==> src/rtl/wc_pkg.sv <==
// Shared types for the write-combining store buffer.
package wc_pkg;
    // Drain sequencer phase.
    typedef enum logic {
        DR_IDLE  = 1'b0,
        DR_BURST = 1'b1
    } drain_state_e;
endpackage

==> src/rtl/wc_line_buffer.sv <==
// Single line store with a per-byte valid mask.
// Assumes the writer never writes while a clear is requested,
// and that the tag is stable while the mask is nonzero.
module wc_line_buffer #(
    parameter int DATA_W = 128,
    parameter int BEATS  = 4,
    parameter int TAG_W  = 26,
    localparam int UB     = DATA_W / 8,
    localparam int LB     = UB * BEATS,
    localparam int UNIT_W = $clog2(BEATS)
) (
    input  logic              clk,
    input  logic              rst_n,
    input  logic              wr_en,
    input  logic [UNIT_W-1:0] wr_unit,
    input  logic [TAG_W-1:0]  wr_tag,
    input  logic [DATA_W-1:0] wr_data,
    input  logic [UB-1:0]     wr_strb,
    input  logic              clr,
    input  logic [UNIT_W-1:0] rd_unit,
    output logic              occupied,
    output logic              full,
    output logic [TAG_W-1:0]  tag,
    output logic [DATA_W-1:0] rd_data,
    output logic [UB-1:0]     rd_strb
);
    logic [DATA_W-1:0] mem_q [BEATS];
    logic [LB-1:0]     mask_q;
    logic [TAG_W-1:0]  tag_q;
    logic [BEATS-1:0]  unit_full;

    // Byte-granular merge of store data into the addressed unit.
    always_ff @(posedge clk) begin
        if (wr_en) begin
            for (int b = 0; b < UB; b++) begin
                if (wr_strb[b]) mem_q[wr_unit][b*8 +: 8] <= wr_data[b*8 +: 8];
            end
        end
    end

    // Valid-mask accumulation and clearing after a drain.
    always_ff @(posedge clk) begin
        if (!rst_n)     mask_q <= '0;
        else if (clr)   mask_q <= '0;
        else if (wr_en) mask_q[wr_unit*UB +: UB] <= mask_q[wr_unit*UB +: UB] | wr_strb;
    end

    // Line tag capture on each accepted write.
    always_ff @(posedge clk) begin
        if (!rst_n)     tag_q <= '0;
        else if (wr_en) tag_q <= wr_tag;
    end

    // Per-unit completeness flags.
    for (genvar u = 0; u < BEATS; u++) begin : g_unit
        assign unit_full[u] = &mask_q[u*UB +: UB];
    end

    assign occupied = |mask_q;
    assign full     = &unit_full;
    assign tag      = tag_q;
    assign rd_data  = mem_q[rd_unit];
    assign rd_strb  = mask_q[rd_unit*UB +: UB];

    // a drain clear leaves the line empty
    a_r4_clear_empties: assert property (@(posedge clk) disable iff (!rst_n)
        clr |=> !occupied);
    // merging never coincides with a drain clear
    a_r3_no_write_on_clear: assert property (@(posedge clk) disable iff (!rst_n)
        !(clr && wr_en));
endmodule

==> src/rtl/wc_drain_seq.sv <==
// Emits the held line as a fixed four-beat burst.
// Assumes the line contents and tag are frozen while busy.
module wc_drain_seq
    import wc_pkg::*;
#(
    parameter int ADDR_W = 32,
    parameter int DATA_W = 128,
    parameter int BEATS  = 4,
    parameter int TAG_W  = 26,
    localparam int UB       = DATA_W / 8,
    localparam int UNIT_W   = $clog2(BEATS),
    localparam int LINE_OFF = ADDR_W - TAG_W
) (
    input  logic              clk,
    input  logic              rst_n,
    input  logic              start,
    input  logic [TAG_W-1:0]  line_tag,
    input  logic [DATA_W-1:0] rd_data,
    input  logic [UB-1:0]     rd_strb,
    output logic [UNIT_W-1:0] rd_unit,
    output logic              busy,
    output logic              done,
    output logic              bw_valid,
    input  logic              bw_ready,
    output logic [ADDR_W-1:0] bw_addr,
    output logic [DATA_W-1:0] bw_data,
    output logic [UB-1:0]     bw_strb,
    output logic              bw_last
);
    drain_state_e      state_q;
    logic [UNIT_W-1:0] beat_q;
    logic              fire;

    assign busy     = (state_q == DR_BURST);
    assign rd_unit  = beat_q;
    assign bw_valid = busy;
    assign bw_addr  = {line_tag, {LINE_OFF{1'b0}}};
    assign bw_data  = rd_data;
    assign bw_strb  = rd_strb;
    assign bw_last  = busy && (beat_q == UNIT_W'(BEATS - 1));
    assign fire     = bw_valid && bw_ready;
    assign done     = fire && bw_last;

    // Burst phase and beat counter.
    always_ff @(posedge clk) begin
        if (!rst_n) begin
            state_q <= DR_IDLE;
            beat_q  <= '0;
        end else if (state_q == DR_IDLE) begin
            if (start) begin
                state_q <= DR_BURST;
                beat_q  <= '0;
            end
        end else if (fire) begin
            if (bw_last) state_q <= DR_IDLE;
            else         beat_q  <= beat_q + 1'b1;
        end
    end

    // a stalled beat holds its contents
    a_r7_hold_on_stall: assert property (@(posedge clk) disable iff (!rst_n)
        bw_valid && !bw_ready |=> bw_valid && $stable(bw_data) && $stable(bw_strb)
                                  && $stable(bw_last) && $stable(bw_addr));
    // no new drain is requested while one is running
    a_r8_no_start_in_burst: assert property (@(posedge clk) disable iff (!rst_n)
        busy |-> !start);
endmodule

==> src/rtl/wc_ctrl.sv <==
// Upstream handshake, flush decision, fence and misalignment tracking.
// Assumes fence_req is a single-cycle pulse.
module wc_ctrl #(
    parameter int ADDR_W = 32,
    parameter int DATA_W = 128,
    parameter int BEATS  = 4,
    localparam int UNIT_OFF = $clog2(DATA_W / 8),
    localparam int UNIT_W   = $clog2(BEATS),
    localparam int LINE_OFF = UNIT_OFF + UNIT_W,
    localparam int TAG_W    = ADDR_W - LINE_OFF
) (
    input  logic              clk,
    input  logic              rst_n,
    input  logic              st_valid,
    input  logic [ADDR_W-1:0] st_addr,
    output logic              st_ready,
    input  logic              fence_req,
    input  logic              occupied,
    input  logic              full,
    input  logic [TAG_W-1:0]  tag,
    input  logic              busy,
    input  logic              drain_done,
    output logic              wr_en,
    output logic [TAG_W-1:0]  wr_tag,
    output logic [UNIT_W-1:0] wr_unit,
    output logic              drain_start,
    output logic              fence_done,
    output logic              misalign_err
);
    logic aligned, conflict, flush_need, accept, fence_fire;
    logic fence_pend_q, fence_done_q, err_q;

    assign aligned     = (st_addr[UNIT_OFF-1:0] == '0);
    assign wr_tag      = st_addr[ADDR_W-1:LINE_OFF];
    assign wr_unit     = st_addr[LINE_OFF-1:UNIT_OFF];
    assign conflict    = st_valid && aligned && occupied && (wr_tag != tag);
    assign flush_need  = occupied && (full || fence_pend_q || conflict);
    assign drain_start = !busy && flush_need;
    assign st_ready    = !busy && !fence_pend_q && !flush_need;
    assign accept      = st_valid && st_ready;
    assign wr_en       = accept && aligned;
    assign fence_fire  = fence_pend_q && ((!busy && !occupied) || drain_done);

    // Fence bookkeeping: pending until the line is out, then a done pulse.
    always_ff @(posedge clk) begin
        if (!rst_n) begin
            fence_pend_q <= 1'b0;
            fence_done_q <= 1'b0;
        end else begin
            fence_pend_q <= (fence_pend_q && !fence_fire) || fence_req;
            fence_done_q <= fence_fire;
        end
    end

    // Misaligned-store flag, one cycle after the dropped acceptance.
    always_ff @(posedge clk) begin
        if (!rst_n) err_q <= 1'b0;
        else        err_q <= accept && !aligned;
    end

    assign fence_done   = fence_done_q;
    assign misalign_err = err_q;

    // upstream is stalled during a burst
    a_r8_ready_low_in_burst: assert property (@(posedge clk) disable iff (!rst_n)
        busy |-> !st_ready);
    // fence completion implies the line has gone out
    a_r6_done_when_empty: assert property (@(posedge clk) disable iff (!rst_n)
        fence_done |-> !occupied && !busy);
    // a misaligned store never reaches the line buffer
    a_r2_bad_not_written: assert property (@(posedge clk) disable iff (!rst_n)
        misalign_err |-> !$past(wr_en));
    // a conflicting store is never merged into the held line
    a_r5_no_foreign_merge: assert property (@(posedge clk) disable iff (!rst_n)
        wr_en && occupied |-> wr_tag == tag);
endmodule

==> src/rtl/wc_store_buffer.sv <==
// Write-combining store buffer top: merges aligned 16-byte stores into one
// 64-byte line and drains it as a four-beat burst. Ordering across lines is weak.
// Assumes fence_req is a one-cycle pulse.
module wc_store_buffer #(
    parameter int ADDR_W = 32,
    parameter int DATA_W = 128,
    parameter int BEATS  = 4,
    localparam int UB       = DATA_W / 8,
    localparam int UNIT_W   = $clog2(BEATS),
    localparam int LINE_OFF = $clog2(UB) + UNIT_W,
    localparam int TAG_W    = ADDR_W - LINE_OFF
) (
    input  logic              clk,
    input  logic              rst_n,
    input  logic              st_valid,
    output logic              st_ready,
    input  logic [ADDR_W-1:0] st_addr,
    input  logic [DATA_W-1:0] st_data,
    input  logic [UB-1:0]     st_strb,
    input  logic              fence_req,
    output logic              fence_done,
    output logic              misalign_err,
    output logic              bw_valid,
    input  logic              bw_ready,
    output logic [ADDR_W-1:0] bw_addr,
    output logic [DATA_W-1:0] bw_data,
    output logic [UB-1:0]     bw_strb,
    output logic              bw_last
);
    logic              wr_en, occupied, full, busy, drain_done, drain_start;
    logic [TAG_W-1:0]  wr_tag, tag;
    logic [UNIT_W-1:0] wr_unit, rd_unit;
    logic [DATA_W-1:0] rd_data;
    logic [UB-1:0]     rd_strb;

    wc_ctrl #(.ADDR_W(ADDR_W), .DATA_W(DATA_W), .BEATS(BEATS)) u_ctrl (
        .clk(clk), .rst_n(rst_n), .st_valid(st_valid), .st_addr(st_addr),
        .st_ready(st_ready), .fence_req(fence_req), .occupied(occupied),
        .full(full), .tag(tag), .busy(busy), .drain_done(drain_done),
        .wr_en(wr_en), .wr_tag(wr_tag), .wr_unit(wr_unit),
        .drain_start(drain_start), .fence_done(fence_done),
        .misalign_err(misalign_err)
    );

    wc_line_buffer #(.DATA_W(DATA_W), .BEATS(BEATS), .TAG_W(TAG_W)) u_line (
        .clk(clk), .rst_n(rst_n), .wr_en(wr_en), .wr_unit(wr_unit),
        .wr_tag(wr_tag), .wr_data(st_data), .wr_strb(st_strb),
        .clr(drain_done), .rd_unit(rd_unit), .occupied(occupied),
        .full(full), .tag(tag), .rd_data(rd_data), .rd_strb(rd_strb)
    );

    wc_drain_seq #(.ADDR_W(ADDR_W), .DATA_W(DATA_W), .BEATS(BEATS), .TAG_W(TAG_W)) u_drain (
        .clk(clk), .rst_n(rst_n), .start(drain_start), .line_tag(tag),
        .rd_data(rd_data), .rd_strb(rd_strb), .rd_unit(rd_unit),
        .busy(busy), .done(drain_done), .bw_valid(bw_valid),
        .bw_ready(bw_ready), .bw_addr(bw_addr), .bw_data(bw_data),
        .bw_strb(bw_strb), .bw_last(bw_last)
    );

    // the final beat is always a valid beat
    a_r7_last_in_burst: assert property (@(posedge clk) disable iff (!rst_n)
        bw_last |-> bw_valid);
endmodule

==> config.mk <==
export PLATFORM = sky130hd
export DESIGN_NAME = wc_store_buffer
export DESIGN_NICKNAME = d
export VERILOG_FILES = /design/src/rtl/wc_pkg.sv /design/src/rtl/wc_line_buffer.sv /design/src/rtl/wc_drain_seq.sv /design/src/rtl/wc_ctrl.sv /design/src/rtl/wc_store_buffer.sv
export SDC_FILE = /design/constraint.sdc
export NUM_CORES = 1
export LEC_CHECK = 0
export CAP_MARGIN = 20
export CORE_MARGIN = 2
export CORE_UTILIZATION = 40
export CTS_CLUSTER_DIAMETER = 80
export CTS_CLUSTER_SIZE = 24
export DETAILED_ROUTE_END_ITERATION = 10
export PLACE_DENSITY = 0.62
export SKIP_LAST_GASP = 1
export SLEW_MARGIN = 20
export SYNTH_ARGS = -nofsm -noshare
export SYNTH_HDL_FRONTEND = slang
export SYNTH_HIERARCHICAL = 1
export SYNTH_SLANG_ARGS = --single-unit
==> constraint.sdc <==
create_clock -name clk -period 2.75 [get_ports clk]
set_input_delay 0.55 -clock clk [delete_from_list [all_inputs] [get_ports clk]]
set_output_delay 0.55 -clock clk [all_outputs]
set_load 0.05 [all_outputs]
==> impl_metrics.sql <==
INSERT INTO impl_metrics (metric_group, metric, value, unit) VALUES
('run_status', 'run_status', 'complete, but fails checks', ''),
('run_status', 'violated_checks', 'negative setup slack', ''),
('sta', 'fin_hold_ws', '537', 'ps'),
('synth', 'ys_warn_count', '6', ''),
('finish', 'n_antenna_cell', '0', ''),
('finish', 'area_growth_syn_to_layout', '27.1', '%'),
('critical_path', 'setup.reg_to_reg.worst_slack', '-440', 'ps'),
('synth', 'yosys-top-cells-count', 'edfxtp_1 (512), buf_4 (208), mux4_2 (153)', ''),
('clock_tree', 'ctsLongestPathBuffers', '3', ''),
('finish', 'finalCoreUtilization', '51.3', '%'),
('floorplanning', 'initial_core_util', '40.4', '%'),
('synth', 'synth_flop_cell', 'edfxtp_1', ''),
('critical_path', 'cp_num_buf_inv', '3', ''),
('sta', 'min_period_over_period', '120', '%'),
('finish', 'filler_cell_count', '5073', ''),
('finish', 'multiInputGateArea', '0.00731', 'mm^2'),
('critical_path', 'setup.worst_path.class', 'flop to primary output', ''),
('floorplanning', 'height_of_the_die', '256', 'um'),
('critical_path', 'worst_path_max_delay_cell', 'nor4_2', ''),
('clock_tree', 'tritoncts', 'done', ''),
('sta', 'rsz0062_at_grt', 'yes', ''),
('detailed_routing', 'detailedRoute.firstIterationViolations', '967', ''),
('global_routing', 'grt_overflow_total', '0', ''),
('flow_run', 'max_cap_viol_count', '0', ''),
('detailed_routing', 'met3WireLength', '4430', 'um'),
('global_routing', 'globalRouteTotalUtil', '19.0', '%'),
('pwr', 'pwr_density_cell', '518', 'mW/mm^2'),
('critical_path', 'worstPathMaxFanout', '2', ''),
('sta', 'timing.final.max_slew_violations', '0', ''),
('detailed_routing', 'detailroute.via_count', '13300', ''),
('synth', 'synth_seq_area_share', '68.2', '%'),
('sta', 'setup_violators_final', '603', ''),
('finish', 'post_route_cells_drive_above_1_share', '41.9', '%'),
('sta', 'hold_viol_final', '0', ''),
('clock_tree', 'clock_transition_at_the_registers_of_the_reported_paths', '90', 'ps'),
('critical_path', 'critical-path-top-delay-family', 'simple AND/OR/NAND/NOR gates', ''),
('floorplanning', 'die-area', '0.0654', 'mm^2'),
('synth', 'synth-edff-count', '512', ''),
('critical_path', 'crit_arrival', '2760', 'ps'),
('critical_path', 'cp-start-kind', 'flop', ''),
('place', 'place_area', '0.0290', 'mm^2'),
('critical_path', 'cp_cell_sequence', 'buf_6 > nand4_1 > nor4_2 > and4_4 > nor2_4 > nand4_1 > nor4_2 > a221oi_2 > buf_4 > nor3_4 > buf_12', ''),
('synth', 'synthesis.area', '0.0254', 'mm^2'),
('pwr', 'leakage', '10.6', 'nW'),
('synth', 'syn_avg_cell_area', '18.6', 'um^2'),
('critical_path', 'worstSetupEndpointType', 'primary output', ''),
('sta', 'finalWorstSetupSlack', '-558', 'ps'),
('clock_tree', 'worstSkewPairLatency', '570', 'ps'),
('floorplanning', 'top_level_ports', '362', ''),
('global_routing', 'grt_first_pass_wirelength', '92500', 'um'),
('detailed_routing', 'routed_wirelength', '64000', 'um'),
('detailed_routing', 'route.detailed.wl_per_inst', '25.4', 'um'),
('pwr', 'vdd.ir_drop.worst', '331', 'uV'),
('detailed_routing', 'drt_pass1_iterations', '4', ''),
('critical_path', 'worst_path_largest_cell_delay', '430', 'ps'),
('detailed_routing', 'drt_drc_violations_left', '0', ''),
('sta', 'finalWorstPathRequiredPeriod', '3310', 'ps'),
('critical_path', 'worstPathRequired', '2200', 'ps'),
('synth', 'yosys_register_bits', '608', ''),
('detailed_routing', 'wl_met1', '26200', 'um'),
('synth', 'post_synth_num_cell_types', '41', ''),
('finish', 'regArea', '0.0173', 'mm^2'),
('detailed_routing', 'remaining_antenna_violation_count_after_routing', '0', ''),
('floorplanning', 'placementRows', '92', ''),
('place', 'place_hpwl', '41400', 'um'),
('clock_tree', 'clock_buffers_created_by_tritoncts', '36', ''),
('synth', 'netlist_instances', '1362', ''),
('global_routing', 'via_count_of_the_first_global_routing_pass', '14200', ''),
('clock_tree', 'clock-root-buffer', 'clkbuf_16', ''),
('clock_tree', 'holdBufCountCts', '0', ''),
('sta', 'worst_clock_skew', '19.0', 'ps');
-- worst register-to-register path, cell delays in order (launching register included) --
cell	delay, ps
dfxtp_2	340
buf_6	90
nand4_1	130
nor4_2	430
and4_4	350
nor2_4	50
nand4_1	100
nor4_2	60
a221oi_2	250
buf_4	170
nor4_4	40
buf_6	150
buf_12	120
buf_12	130
buf_12	130
buf_16	140
and3_4	160
buf_6	130
-- placed cells by master, fill, tap and decap left out, types with 10 or more instances in the layout --
| master | netlist | final |
|---|---|---|
| nand4_1 | 26 | 26 |
| mux4_2 | 153 | 153 |
| nor2_4 | 9 | 10 |
| mux2i_1 | 26 | 24 |
| o2bb2ai_2 | 0 | 41 |
| xnor2_1 | 26 | 26 |
| and3_4 | 0 | 64 |
| o2bb2ai_4 | 0 | 23 |
| buf_4 | 208 | 239 |
| dfxtp_2 | 0 | 13 |
| buf_6 | 10 | 15 |
| buf_12 | 1 | 30 |
| clkbuf_16 | 0 | 45 |
| nor4_1 | 21 | 11 |
| nor4_2 | 1 | 10 |
| nor2_1 | 11 | 11 |
| edfxtp_1 | 512 | 512 |
| buf_16 | 0 | 16 |
| dfxtp_1 | 96 | 81 |
| nor2b_1 | 28 | 28 |
| clkdlybuf4s50_1 | 0 | 208 |
-- repair_timing --
item	CTS	global route
pin swaps	29	23
setup buffers	25	10
endpoints found under the setup margin	736	665
gates resized for setup	194	78
gates cloned	17	7
-- power by group --
part | leakage (nW) | internal, mW | total, mW | switching (mW)
Combinational | 4.64 | 0.427 | 0.906 | 0.479
Sequential | 5.38 | 9.98 | 9.99 | 0.0122
Clock | 0.558 | 2.74 | 5.80 | 3.06
Total | 10.6 | 13.1 | 16.7 | 3.55
-- stage by stage --
step / cells / setup TNS [ps]
6_report: 2522 / -175650
5_1_grt: 2522 / -235100
4_1_cts: 2514 / -222230
3_5_place_dp: 2420 / -227110
3_3_place_gp: 2420 / -186400
2_1_floorplan: 1367 / 0
-- logic make-up after synthesis --
group | share of synthesized area (%)
AO/OA/AOI/OAI | 2.44
XOR/XNOR | 0.898
adder cells (fa/ha/maj) | 0.444
buffers and inverters | 7.59
flip-flops | 68.2
multiplexers | 15.3
other | 0.0148
AND/OR/NAND/NOR | 5.10
-- state kept, by name, summed over array words and instances, names as in the netlist --
register             count
u_ctrl/misalign_err      1
u_ctrl/fence_done        1
u_line/mem_q           512
u_drain/rd_unit          2
u_drain/busy             1
u_ctrl/fence_pend_q      1
u_line/tag              26
u_line/mask_q           64
-- routing by layer --
layer / up-vias / global-route usage, %
met5: - / 0
met4: 0 / 5.00
met3: 73 / 4.83
met2: 414 / 31.6
met1: 6999 / 24.7
li1: 5851 / -
-- path summary, 6_finish.rpt --
check,startpoint,end,cells past startpoint
worst min-delay path,u_drain/rd_unit[1],u_drain/rd_unit[1],2
worst min register to register,u_drain/rd_unit[1],u_drain/rd_unit[1],2
worst max register to register,u_line/mask_q[6],u_line/mem_q[0][7],17
worst max-delay path,u_line/mask_q[6],st_ready,11
-- layout make-up --
type | count | area share [%]
sequential | 608 | 53.7
multi-input combinational | 488 | 22.7
timing repair buffer | 523 | 16.7
tap | 846 | 3.28
clock buffer | 37 | 2.87
clock inverter | 17 | 0.687
inverter | 3 | 0.0349
(Power assumes the default switching activity.)
